===== src/rtl/drc_pkg.sv =====
package drc_pkg;
   typedef enum logic [2:0] {
      ST_IDLE   = 3'd0,
      ST_PAUSE  = 3'd1,
      ST_CAPT   = 3'd2,
      ST_CALC   = 3'd3,
      ST_LOAD   = 3'd4,
      ST_RESUME = 3'd5,
      ST_DONE   = 3'd6
   } drc_state_e;
endpackage


===== src/rtl/drc_settle_timer.sv =====
module drc_settle_timer #(
   parameter int unsigned CYCLES = 10
) (
   input  logic clk,
   input  logic rst,
   input  logic run,
   output logic expired
);
   localparam int unsigned CW = (CYCLES < 2) ? 1 : $clog2(CYCLES);
   localparam logic [CW-1:0] LAST = CW'(CYCLES - 1);

   generate
      if (CYCLES < 1) begin : g_bad
         $error("settle time must be at least one cycle");
      end
   endgenerate

   logic [CW-1:0] cnt_q;

   always_ff @(posedge clk) begin
      if (rst || !run) cnt_q <= '0;
      else if (cnt_q != LAST) cnt_q <= cnt_q + 1'b1;
   end

   assign expired = run && (cnt_q == LAST);

   assert_timer_range_R3: assert property (@(posedge clk) disable iff (rst)
      cnt_q <= LAST);
   assert_timer_clear_R3: assert property (@(posedge clk) disable iff (rst)
      !run |=> (cnt_q == '0));
endmodule


===== src/rtl/drc_seq_fsm.sv =====
module drc_seq_fsm
   import drc_pkg::*;
(
   input  logic       clk,
   input  logic       rst,
   input  logic       req,
   input  logic       settled,
   output drc_state_e state
);
   drc_state_e nxt;

   always_comb begin
      nxt = state;
      unique case (state)
         ST_IDLE:   if (req) nxt = ST_PAUSE;
         ST_PAUSE:  if (settled) nxt = ST_CAPT;
         ST_CAPT:   nxt = ST_CALC;
         ST_CALC:   nxt = ST_LOAD;
         ST_LOAD:   nxt = ST_RESUME;
         ST_RESUME: if (settled) nxt = ST_DONE;
         ST_DONE:   nxt = ST_IDLE;
         default:   nxt = ST_IDLE;
      endcase
   end

   always_ff @(posedge clk) begin
      if (rst) state <= ST_IDLE;
      else     state <= nxt;
   end

   assert_capt_after_pause_R3: assert property (@(posedge clk) disable iff (rst)
      (state == ST_CAPT) |-> ($past(state) == ST_PAUSE));
   assert_done_after_resume_R8: assert property (@(posedge clk) disable iff (rst)
      (state == ST_DONE) |-> ($past(state) == ST_RESUME));
endmodule


===== src/rtl/drc_tap_scaler.sv =====
module drc_tap_scaler #(
   parameter int unsigned CNT_W     = 9,
   parameter int unsigned PS_W      = 16,
   parameter int unsigned DLY0_PS   = 500,
   parameter int unsigned INTR_PS   = 200,
   parameter int unsigned ALIGN_OFS = 54,
   parameter bit          ALIGN_EN  = 1'b0
) (
   input  logic [CNT_W-1:0] cap,
   input  logic [PS_W-1:0]  tgt,
   output logic [CNT_W-1:0] taps
);
   localparam int unsigned PW = CNT_W + PS_W;
   localparam int unsigned SW = PW + 2;
   localparam logic [CNT_W-1:0] TAP_MAX = '1;
   localparam logic [SW-1:0]    DIV     = SW'(DLY0_PS);
   localparam logic [SW-1:0]    HALF    = SW'(DLY0_PS / 2);
   localparam logic [SW-1:0]    ADDEND  = ALIGN_EN ? SW'(ALIGN_OFS) : '0;
   localparam logic [PS_W-1:0]  INTR    = PS_W'(INTR_PS);

   generate
      if (DLY0_PS == 0) begin : g_bad_dly
         $error("start-up delay must be non-zero");
      end
      if (INTR_PS >= (1 << PS_W)) begin : g_bad_intr
         $error("intrinsic delay does not fit the target width");
      end
      if (ALIGN_OFS >= (1 << CNT_W)) begin : g_bad_ofs
         $error("alignment offset exceeds the tap range");
      end
   endgenerate

   logic [CNT_W-1:0] base;

   generate
      if (ALIGN_EN) begin : g_align
         localparam logic [CNT_W-1:0] OFS = CNT_W'(ALIGN_OFS);
         always_comb base = (cap > OFS) ? (cap - OFS) : '0;
      end else begin : g_plain
         always_comb base = cap;
      end
   endgenerate

   logic            below;
   logic [PS_W-1:0] eff;
   logic [PW-1:0]   prod;
   logic [SW-1:0]   quo;
   logic [SW-1:0]   tot;

   always_comb begin
      below = (tgt <= INTR);
      eff   = below ? '0 : (tgt - INTR);
      prod  = PW'(base) * PW'(eff);
      quo   = (SW'(prod) + HALF) / DIV;
      tot   = quo + ADDEND;
      if (below)                     taps = '0;
      else if (tot > SW'(TAP_MAX))   taps = TAP_MAX;
      else                           taps = tot[CNT_W-1:0];
   end
endmodule


===== src/rtl/delay_retarget_ctrl.sv =====
module delay_retarget_ctrl
   import drc_pkg::*;
#(
   parameter int unsigned CNT_W      = 9,
   parameter int unsigned PS_W       = 16,
   parameter int unsigned DLY0_PS    = 500,
   parameter int unsigned INTR_PS    = 200,
   parameter int unsigned ALIGN_OFS  = 54,
   parameter bit          ALIGN_EN   = 1'b0,
   parameter int unsigned SETTLE_CYC = 10
) (
   input  logic             clk,
   input  logic             rst,
   input  logic             req,
   input  logic [PS_W-1:0]  target_ps,
   output logic             busy,
   output logic             done,
   output logic             vtc_en,
   input  logic [CNT_W-1:0] cnt_in,
   output logic [CNT_W-1:0] cnt_load,
   output logic             load_stb
);
   drc_state_e       state;
   logic             settled;
   logic             timer_run;
   logic [PS_W-1:0]  tgt_q;
   logic [CNT_W-1:0] cap_q;
   logic [CNT_W-1:0] res_q;
   logic [CNT_W-1:0] scaled;

   assign timer_run = (state == ST_PAUSE) || (state == ST_RESUME);

   drc_settle_timer #(.CYCLES(SETTLE_CYC)) u_timer (
      .clk     (clk),
      .rst     (rst),
      .run     (timer_run),
      .expired (settled)
   );

   drc_seq_fsm u_fsm (
      .clk     (clk),
      .rst     (rst),
      .req     (req),
      .settled (settled),
      .state   (state)
   );

   drc_tap_scaler #(
      .CNT_W     (CNT_W),
      .PS_W      (PS_W),
      .DLY0_PS   (DLY0_PS),
      .INTR_PS   (INTR_PS),
      .ALIGN_OFS (ALIGN_OFS),
      .ALIGN_EN  (ALIGN_EN)
   ) u_scale (
      .cap  (cap_q),
      .tgt  (tgt_q),
      .taps (scaled)
   );

   always_ff @(posedge clk) begin
      if (rst) begin
         tgt_q <= '0;
         cap_q <= '0;
         res_q <= '0;
      end else begin
         if (state == ST_IDLE && req) tgt_q <= target_ps;
         if (state == ST_CAPT)        cap_q <= cnt_in;
         if (state == ST_CALC)        res_q <= scaled;
      end
   end

   assign busy     = (state != ST_IDLE);
   assign done     = (state == ST_DONE);
   assign vtc_en   = (state == ST_IDLE) || (state == ST_DONE);
   assign load_stb = (state == ST_LOAD);
   assign cnt_load = res_q;

   assert_reset_state_R1: assert property (@(posedge clk)
      $past(rst) |-> (vtc_en && !busy && !done && !load_stb));
   assert_pause_on_req_R2: assert property (@(posedge clk) disable iff (rst)
      (req && !busy) |=> (!vtc_en && busy));
   assert_strobe_single_R3: assert property (@(posedge clk) disable iff (rst)
      load_stb |=> !load_stb);
   assert_strobe_paused_R3: assert property (@(posedge clk) disable iff (rst)
      load_stb |-> !vtc_en);
   assert_done_resumes_R8: assert property (@(posedge clk) disable iff (rst)
      done |-> (vtc_en && $past(!vtc_en)));
   assert_done_pulse_R8: assert property (@(posedge clk) disable iff (rst)
      done |=> (!done && !busy));
   assert_busy_hold_R9: assert property (@(posedge clk) disable iff (rst)
      (busy && !done) |=> busy);
   assert_target_kept_R9: assert property (@(posedge clk) disable iff (rst)
      (busy && !done) |=> $stable(tgt_q));

   generate
      if (ALIGN_EN) begin : g_chk_align
         assert_offset_floor_R6: assert property (@(posedge clk) disable iff (rst)
            (load_stb && (tgt_q > PS_W'(INTR_PS))) |-> (cnt_load >= CNT_W'(ALIGN_OFS)));
      end
   endgenerate
endmodule


===== config.mk =====
export PLATFORM = sky130hd
export DESIGN_NAME = delay_retarget_ctrl
export DESIGN_NICKNAME = d
export VERILOG_FILES = /design/src/rtl/drc_pkg.sv /design/src/rtl/drc_settle_timer.sv /design/src/rtl/drc_seq_fsm.sv /design/src/rtl/drc_tap_scaler.sv /design/src/rtl/delay_retarget_ctrl.sv
export SDC_FILE = /design/constraint.sdc
export NUM_CORES = 1
export LEC_CHECK = 0
export BUFFER_PORTS_ARGS = -buffer_cell sky130_fd_sc_hd__buf_2
export CAP_MARGIN = 0
export CORE_MARGIN = 4
export CORE_UTILIZATION = 55
export CTS_CLUSTER_SIZE = 10
export DETAILED_ROUTE_END_ITERATION = 8
export PLACE_DENSITY_LB_ADDON = 0.1
export SLEW_MARGIN = 20
export SYNTH_ARGS = -nofsm -noshare
export SYNTH_HDL_FRONTEND = slang
export SYNTH_SLANG_ARGS = --single-unit

===== constraint.sdc =====
create_clock -name clk -period 44.7 [get_ports clk]
set_clock_uncertainty 0.05 [all_clocks]
set_input_delay 8.94 -clock clk [delete_from_list [all_inputs] [get_ports clk]]
set_output_delay 8.94 -clock clk [all_outputs]
set_load 0.005 [all_outputs]

==> results of run 1 <==
[layout make-up]
| class | count | area (µm²) | area share |
|---|---|---|---|
| Clock inverter | 2 | 10.0 | 0.000789 |
| Clock buffer | 6 | 129 | 0.0102 |
| Tap cell | 280 | 350 | 0.0276 |
| Timing Repair Buffer | 43 | 223 | 0.0176 |
| Inverter | 91 | 342 | 0.0269 |
| Sequential cell | 41 | 821 | 0.0647 |
| Multi-Input combinational cell | 1396 | 10800 | 0.852 |
[worst max-delay path, delay by kind of cell, from the launching register on]
family / cells / cell delay, ns
compound gates: 28 / 8.81
xor+xnor: 2 / 0.50
fa+ha+maj: 6 / 2.76
buf+inv: 4 / 0.42
flops: 1 / 0.36
mux: 2 / 0.62
simple gates: 17 / 6.12
[sequential cells by signal, indices dropped and copies added (netlist names)]
| signal | cells |
|---|---|
| u_timer.cnt_q | 4 |
| cap_q | 9 |
| cnt_load | 9 |
| tgt_q | 16 |
| u_fsm.state | 3 |
[layout by cell type (no fill, tap or decap), types with 8 or more instances in the layout]
cell      synthesis  final
a31oi_1          20     20
xor2_1           25     25
a21o_1           17     17
mux2i_1          14     14
dfxtp_1          41     41
nand2b_1          9      9
a211oi_1         12     12
or3_1            13     13
and3_1           36     36
fa_1            103    103
nor4_1           12     12
a21oi_1         100    100
nand3_1          47     47
nor3_1           41     41
o21ai_0          55     55
o21a_1           14     14
ha_1             65     65
buf_2            15     40
o211ai_1         31     31
and2_1           62     62
nor2b_1           9      9
nand4_1          23     23
o31a_1            9      9
nor2_1          125    125
o31ai_1          17     17
xnor2_1          53     53
or2_1             9      9
nand2_1         217    217
inv_1            91     91
o21ai_1          12     12
nand3b_1          8      8
[layer usage]
layer,GRT usage,up-vias,wire [µm]
li1,-,5822,-
met3,0.0183,41,1870
met5,0,-,0
met2,0.449,429,15400
met1,0.383,5800,15300
met4,0.0434,0,384
[worst max path at each step]
stage / cells past startpoint / endpoint / start / slack, ns
6_report: 59 / cnt_load[0] / tgt_q[8] / 24.87
5_1_grt: 59 / cnt_load[0] / tgt_q[8] / 23.21
4_1_cts: 59 / cnt_load[0] / tgt_q[8] / 25.04
3_5_place_dp: 59 / cnt_load[0] / tgt_q[8] / 25.09
3_3_place_gp: 59 / cnt_load[0] / tgt_q[8] / 25.46
2_1_floorplan: 65 / cnt_load[0] / tgt_q[8] / 28.18
[through the flow]
step,util,power (mW),hold WS (ns),area (µm²)
finish,0.577,0.0886,0.403,12700
global route,0.577,0.0933,0.420,12700
CTS,0.577,0.0895,0.407,12700
detailed placement,0.571,0.0558,0.393,12500
global placement,0.571,0.0555,0.393,12500
floorplan,-,0.0502,0.398,12300
[where the power goes]
| part | internal (mW) | switching, mW |
|---|---|---|
| Clock | 0.0204 | 0.0130 |
| Combinational | 0.00405 | 0.0122 |
| Sequential | 0.0375 | 0.00132 |
| Total | 0.0620 | 0.0266 |
[logic make-up (layout without fill, tap and decap cells)]
group | Yosys count | after routing | synth area share
fa+ha+maj | 172 | 172 | 0.236
compound gates | 457 | 457 | 0.284
xor+xnor | 82 | 82 | 0.0606
buf+inv | 166 | 142 | 0.0581
flops | 41 | 41 | 0.0665
simple gates | 663 | 663 | 0.274
mux | 22 | 22 | 0.0206
==> flow_summary.ini, run 1 <==
[synth]
yosysTopAreaCellShare = 0.167
synthTopCellsByArea = fa_1 (17%), dfxtp_1 (6.6%), nand2_1 (6.6%), ha_1 (6.6%), a21oi_1 (4.1%)
yosysUniqueCellTypes = 134
ys_async_sr_fraction = 0
yosysWarnings = 0
ys_top_cells_by_count = nand2_1 (217), nor2_1 (125), fa_1 (103)
yosysSeqAreaShare = 0.0665
synthFlopType = dfxtp_1
avgSynthCellArea_um2 = 7.70
postSynthCellCount = 1603
yosys.cell_count.top_type = nand2_1
synth_area_leader_cell = fa_1
synth-seq-cells = 41
syn-num-nets = 1799
syn_area_um2 = 12300
synth_enable_flop_cells = 0

[worst_hold_path]
hold_depth = 2
hold_start = cnt_load[3]
holdPathEnd = cnt_load[3]
hp-class = register to register

[place]
port_buffers = 40
numPlacedInstances = 1851
gp_congestion = 0.925
dp_hpwl_um = 26200
dp_slack_ns = 25.09

[layout]
fill_cells = 2090
area_growth_syn_to_layout_pct = 2.73
layout-drive-gt1-share = 0.0918
layoutNonFillerInstCount = 1859
finalNetCount = 1774
insertedDiodeCount = 0

[global_routing]
antenna_found_initial = 0
grt_pass1_wl_um = 56300
grt_overflow_total = 0
grt_max_degree = 37
track_usage = 0.266
first_global_vias = 11405

[timing]
finalWorstSetupSlack_ns = 24.87
finalSetupTns_ns = 0
period_minus_slack_ns = 19.83
worstMarginPinSlew_ns = 0.947
hold_viol = 0
setup_viol = 0
fmax_mhz = 50.4
finalCritPeriodShare = 0.444
slew_viol_final = 0
maxSlewHeadroom = 0.364
rsz0062_at_grt = false

[clocking]
cts_hold_buf = 0
cts_root_buffer = clkbuf_16
clkSinkCount = 41
clockBufferDepth = 2
clock_latency_ns = 0.28
post_cts_buffers = 0
cts_made_buffers = 5
cts_tree = built
clkTransAtPathRegs_ns = 0.06
cts-htree-levels = 2
cts_resized = 0

[power]
p_per_area_nw_per_um2 = 6.99
ir_worst_vdd_uv = 27.4
leakagePower_nw = 5.40

[setup_path]
cp_slowest_cell = o41ai_4
critPathRequiredTime_ns = 44.81
r2r-end = cnt_load[0]
end_kind = register
critPathMaxStageDelay_ns = 0.82
r2r_start = tgt_q[8]
critPathMaxFanout = 17
crit_top_cell = fa_1
cp-start-kind = register
criticalPathCategory = register to register
rrSetupSlack_ns = 24.87
rr_worst_depth = 59
arrival_ns = 19.94

[route]
drc = 0
drtIter0Drc = 976
via_count = 12092
viasPerCell = 6.50
wl_um = 32900
wl_per_cell_um = 17.7
drtAntennaViolNets = 0
first_pass_iters = 8

[outcome]
status = complete, no violations

[floorplanning]
die_w_um = 158
die_height_um = 158
ioPinCount = 41
start_util = 0.562
core_area_um2 = 22000
rows = 54
dieArea_um2 = 24900

[run]
drv_cap = 0
(Power assumes the default switching activity.)
==> inputs of run 2 (changes only) <==
==> constraint.sdc (replaced) <==
create_clock -name clk -period 16.3 [get_ports clk]
set_clock_uncertainty 0.05 [all_clocks]
set_input_delay 3.26 -clock clk [delete_from_list [all_inputs] [get_ports clk]]
set_output_delay 3.26 -clock clk [all_outputs]
set_load 0.005 [all_outputs]
==> run 2 against run 1 <==
The run now ends with negative setup slack left. Die area unchanged. Highest routed layer unchanged. Largest cell class unchanged. Setup slack worse by 25 ns. Register-to-register slack worse by 25 ns. Global-route usage up 4.2 points. Sequential share of layout area down 1.9 points.
==> flow_summary.ini, run 2 (synthesis results as in run 1) <==
[outcome]
status = finished with violations
violations = negative setup slack

[floorplanning]
dieArea_um2 = 24900
die_w_um = 158
start_util = 0.562
die_height_um = 158
rows = 54
core_area_um2 = 22000
ioPinCount = 41

[layout]
layout-drive-gt1-share = 0.388
largest-register = tgt_q
area_growth_syn_to_layout_pct = 44.9
final_common_cell = buf_4
insertedDiodeCount = 0
fill_cells = 1406
layoutNonFillerInstCount = 2337
largest_register_ffs = 16
fin_util = 0.815
stdcell_area_um2 = 17900
layout_common_cells = buf_4 (451), nand2_1 (212), nor2_1 (105)
finalNetCount = 2252

[power]
clock_power_share = 0.378
power.total_uw = 304
ir_worst_vdd_uv = 86.5
p_sw_frac = 0.283
seq_power_share = 0.346
power.internal_uw = 218
power_switching_uw = 86.0
p_per_area_nw_per_um2 = 17.0
leakagePower_nw = 7.97
pwr-share-comb = 0.276

[clocking]
cts_root_buffer = clkbuf_16
cts_made_buffers = 5
cts_tree = built
clkSinkCount = 41
clock_latency_ns = 0.28
cts_hold_buf = 0
clkTransAtPathRegs_ns = 0.06
cts-htree-levels = 2
clockBufferDepth = 2

[global_routing]
globalRouteMet3Util = 0.0202
grt_pass1_wl_um = 65300
grt_overflow_total = 0
antenna_found_initial = 0
globalRoute.busiestLayer = met2
track_usage = 0.308
grt.met2_usage = 0.544
first_global_vias = 14153
grt_max_degree = 37
use_met1 = 0.408

[place]
dp_hpwl_um = 29900
dp_slack_ns = -0.812
dpl_cell_area_um2 = 15500
gp_congestion = 0.936
port_buffers = 40
numPlacedInstances = 2242

[setup_path]
criticalPathCategory = register to register
path_buf_inv = 15
cp-start-kind = register
cp_slowest_cell = fa_2
critPathRequiredTime_ns = 16.42
critPathMaxFanout = 10
end_kind = register
critPathMaxStageDelay_ns = 0.57
arrival_ns = 16.67
crit_top_cell = buf_4
critPathTopFamily = compound AO/OA/AOI/OAI gates

[route]
viasPerCell = 6.27
via_count = 14647
wl_per_cell_um = 18.3
drtIter0Drc = 995
drtAntennaViolNets = 0
wl_um = 42800
drc = 0
first_pass_iters = 6

[timing]
fmax_mhz = 60.4
period_minus_slack_ns = 16.55
hold_viol = 0
rsz0062_at_grt = true
maxSlewHeadroom = 0.273
worstMarginPinSlew_ns = 1.08
finalCritPeriodShare = 1.02
slew_viol_final = 0
finalWorstSetupSlack_ns = -0.250
setup_viol = 2

[worst_hold_path]
hp-class = register to register

[run]
drv_cap = 0
-- run 2: changes by cell type in the layout (fill, tap and decap cells not counted), moves of 8 or more --
cell	change
nor2_2	+11
ha_1	-20
ha_4	+17
a21oi_4	+8
nor2_4	+9
a21oi_2	+11
buf_6	+25
a21oi_1	-19
a211oi_1	-8
buf_4	+448
o21ai_0	-9
nor2_1	-20
-- run 2: metal layers --
metal / routed length (µm) / part of all wire
met5: 0 / 0
met4: 1360 / 0.032
met3: 2820 / 0.066
met2: 21100 / 0.49
met1: 17500 / 0.41
-- run 2: power groups by stage --
stage	logic (mW)	clock network, mW	registers (mW)
2_1_floorplan	0.0304	0	0.107
3_3_place_gp	0.0696	0	0.107
3_5_place_dp	0.0711	0	0.107
4_1_cts	0.0741	0.116	0.105
5_1_grt	0.0907	0.119	0.106
6_report	0.0839	0.115	0.105
-- run 2: path summary, 6_finish.rpt --
path | start | endpoint | slack (ns) | cells past startpoint
min reg2reg | cnt_load[6] | cnt_load[6] | 0.41 | 2
max reg2reg | tgt_q[3] | cnt_load[0] | -0.25 | 68
min | cnt_load[6] | cnt_load[6] | 0.41 | 2
max | tgt_q[3] | cnt_load[0] | -0.25 | 68
-- run 2: cell type report --
type / instances / area, µm² / share of cell area
inverters: 91 / 342 / 0.0191
well taps: 280 / 350 / 0.0196
flip-flops and latches: 41 / 822 / 0.0460
clock inverters: 2 / 37.5 / 0.00210
repair buffers: 520 / 3920 / 0.219
multi-input cells: 1397 / 12300 / 0.686
clock buffers: 6 / 139 / 0.00776
-- run 2: repair_timing --
action,CTS,global route
gates resized for setup,112,169
hold endpoints to repair,0,0
gates cloned,1,2
pin swaps,64,101
setup endpoints to repair,2,3
buffers inserted,54,32
-- run 2: worst reg2reg max path: cells and delay by family (launching register included) --
kind                     cells  cell delay (ns)
AO/OA/AOI/OAI               34             7.92
AND/OR/NAND/NOR             11             3.16
adder cells (fa/ha/maj)      6             2.48
buffers and inverters       15             2.19
flip-flops                   1             0.35
multiplexers                 1             0.19
XOR/XNOR                     1             0.10
-- run 2: per-stage QoR --
step / TNS, ns / hold WS [ns]
after floorplan: 0 / 0.398
after global placement: -0.649 / 0.386
after detailed placement: -1.46 / 0.392
after CTS: 0 / 0.405
after global routing: -1.60 / 0.439
final: -0.341 / 0.407
==> inputs of run 3 (changes only) <==
--- a/config.mk
+++ b/config.mk
@@ -11,7 +11,7 @@
 export CORE_UTILIZATION = 55
 export CTS_CLUSTER_SIZE = 10
 export DETAILED_ROUTE_END_ITERATION = 8
-export PLACE_DENSITY_LB_ADDON = 0.1
+export PLACE_DENSITY = 0.75
 export SLEW_MARGIN = 20
 export SYNTH_ARGS = -nofsm -noshare
 export SYNTH_HDL_FRONTEND = slang
==> run 3 against run 2 <==
The run still ends with negative setup slack left. Non-clock buffer count shrank 97. Setup slack lost 0.14 ns. Clock power is 12% lower. Sequential share of layout area increased by 0.098 points. Worst hold slack worse by 0.0034 ns. Via count is 1.9% higher. Core utilization is 1.7 points lower. Cell area decreased by 2.1%. Sequential cell count unchanged.
==> flow_summary.ini, run 3 (synthesis results as in run 1) <==
[global_routing]
first_global_vias = 13254
grt_max_degree = 37
grt_pass1_wl_um = 61900
track_usage = 0.291
antenna_found_initial = 1
grt_overflow_total = 0

[layout]
largest_register_ffs = 16
largest-register = tgt_q
finalNetCount = 2158
insertedDiodeCount = 0
final_common_cell = buf_4
layout_common_cells = buf_4 (351), nand2_1 (204), nor2_1 (101)
layout-drive-gt1-share = 0.383
area_growth_syn_to_layout_pct = 41.9

[route]
drc = 0
first_pass_iters = 7
via_count = 14923
wl_per_cell_um = 20.2
viasPerCell = 6.65
drtAntennaViolNets = 0
drtIter0Drc = 1627
wl_um = 45300

[floorplanning]
start_util = 0.562
die_w_um = 158
dieArea_um2 = 24900
die_height_um = 158
ioPinCount = 41
rows = 54
core_area_um2 = 22000

[place]
dp_slack_ns = -0.570
dp_hpwl_um = 29100
gp_congestion = 0.969
port_buffers = 40

[clocking]
cts_made_buffers = 5
cts-htree-levels = 2
clkSinkCount = 41
clockBufferDepth = 2
cts_tree = built
clock_latency_ns = 0.28
clkTransAtPathRegs_ns = 0.06
cts_root_buffer = clkbuf_16

[power]
p_sw_frac = 0.295
leakagePower_nw = 7.63
p_per_area_nw_per_um2 = 16.1
pwr-share-comb = 0.266
power.internal_uw = 199
seq_power_share = 0.375
power_switching_uw = 83.4
power.total_uw = 282
ir_worst_vdd_uv = 89.4
clock_power_share = 0.359

[setup_path]
end_kind = register
arrival_ns = 16.81
cp-start-kind = register
rrSetupSlack_ns = -0.39
rr_worst_depth = 66
criticalPathCategory = register to register
critPathMaxStageDelay_ns = 0.61
cp_slowest_cell = fa_2
critPathRequiredTime_ns = 16.42
critPathMaxFanout = 9

[timing]
setup_viol = 2
rsz0062_at_grt = true
fmax_mhz = 59.9
hold_viol = 0
maxSlewHeadroom = 0.256
slew_viol_final = 0
finalWorstSetupSlack_ns = -0.392
period_minus_slack_ns = 16.69
finalCritPeriodShare = 1.02
worstMarginPinSlew_ns = 1.11

[worst_hold_path]
hp-class = register to register
hold_depth = 2

[outcome]
violations = negative setup slack
status = finished with violations

[run]
drv_cap = 0
[run 3: what timing repair did]
action | CTS | global route
gates resized for setup | 73 | 295
hold buffers | 0 | 0
cloned | 1 | 4
pin swaps | 31 | 158
setup buffers | 25 | 59
endpoints found under the setup margin | 2 | 3
[run 3: area by class of cell]
cell class,instances,area (µm²)
clock buffer,7,153
tap,280,350
inverter,91,342
clock inverter,1,5.00
multi-input combinational,1400,12600
fill,1313,4450
timing repair buffer,423,3220
sequential,41,822
[run 3: worst max-delay path, delay by kind of cell (launching register included)]
family / cells / cell delay [ns]
AO/OA/AOI/OAI: 30 / 7.22
AND/OR/NAND/NOR: 15 / 3.42
adder cells (fa/ha/maj): 6 / 2.65
buffers and inverters: 11 / 1.72
multiplexers: 4 / 1.21
flip-flops: 1 / 0.31
[run 3: per-layer routing]
layer	up-vias	routed length [µm]	global-route usage
met5	-	13	0
met4	2	2380	0.0709
met3	266	3560	0.0230
met2	1013	22000	0.510
met1	7057	17400	0.392
li1	6585	-	-
[run 3: final timing paths]
path / from / end
worst max-delay path: tgt_q[11] / cnt_load[0]
worst min-delay path: cnt_load[2] / cnt_load[2]
worst max register to register: tgt_q[11] / cnt_load[0]
worst min register to register: cnt_load[2] / cnt_load[2]
[run 3: through the flow]
stage	hold WS (ns)	utilization	instance area (µm²)	setup TNS [ns]	instances
floorplan	0.398	-	12400	0	1603
global placement	0.390	0.674	14800	-0.303	2148
detailed placement	0.393	0.674	14800	-1.00	2148
CTS	0.407	0.708	15500	-0.0650	2182
global route	0.436	0.797	17500	-1.62	2243
finish	0.404	0.797	17500	-0.544	2243
[run 3: power groups by stage]
stage	clock [mW]	sequential (mW)	combinational [mW]
after floorplan	0	0.107	0.0304
after global placement	0	0.107	0.0573
after detailed placement	0	0.108	0.0584
after CTS	0.103	0.106	0.0613
after global routing	0.106	0.106	0.0812
final	0.101	0.106	0.0751
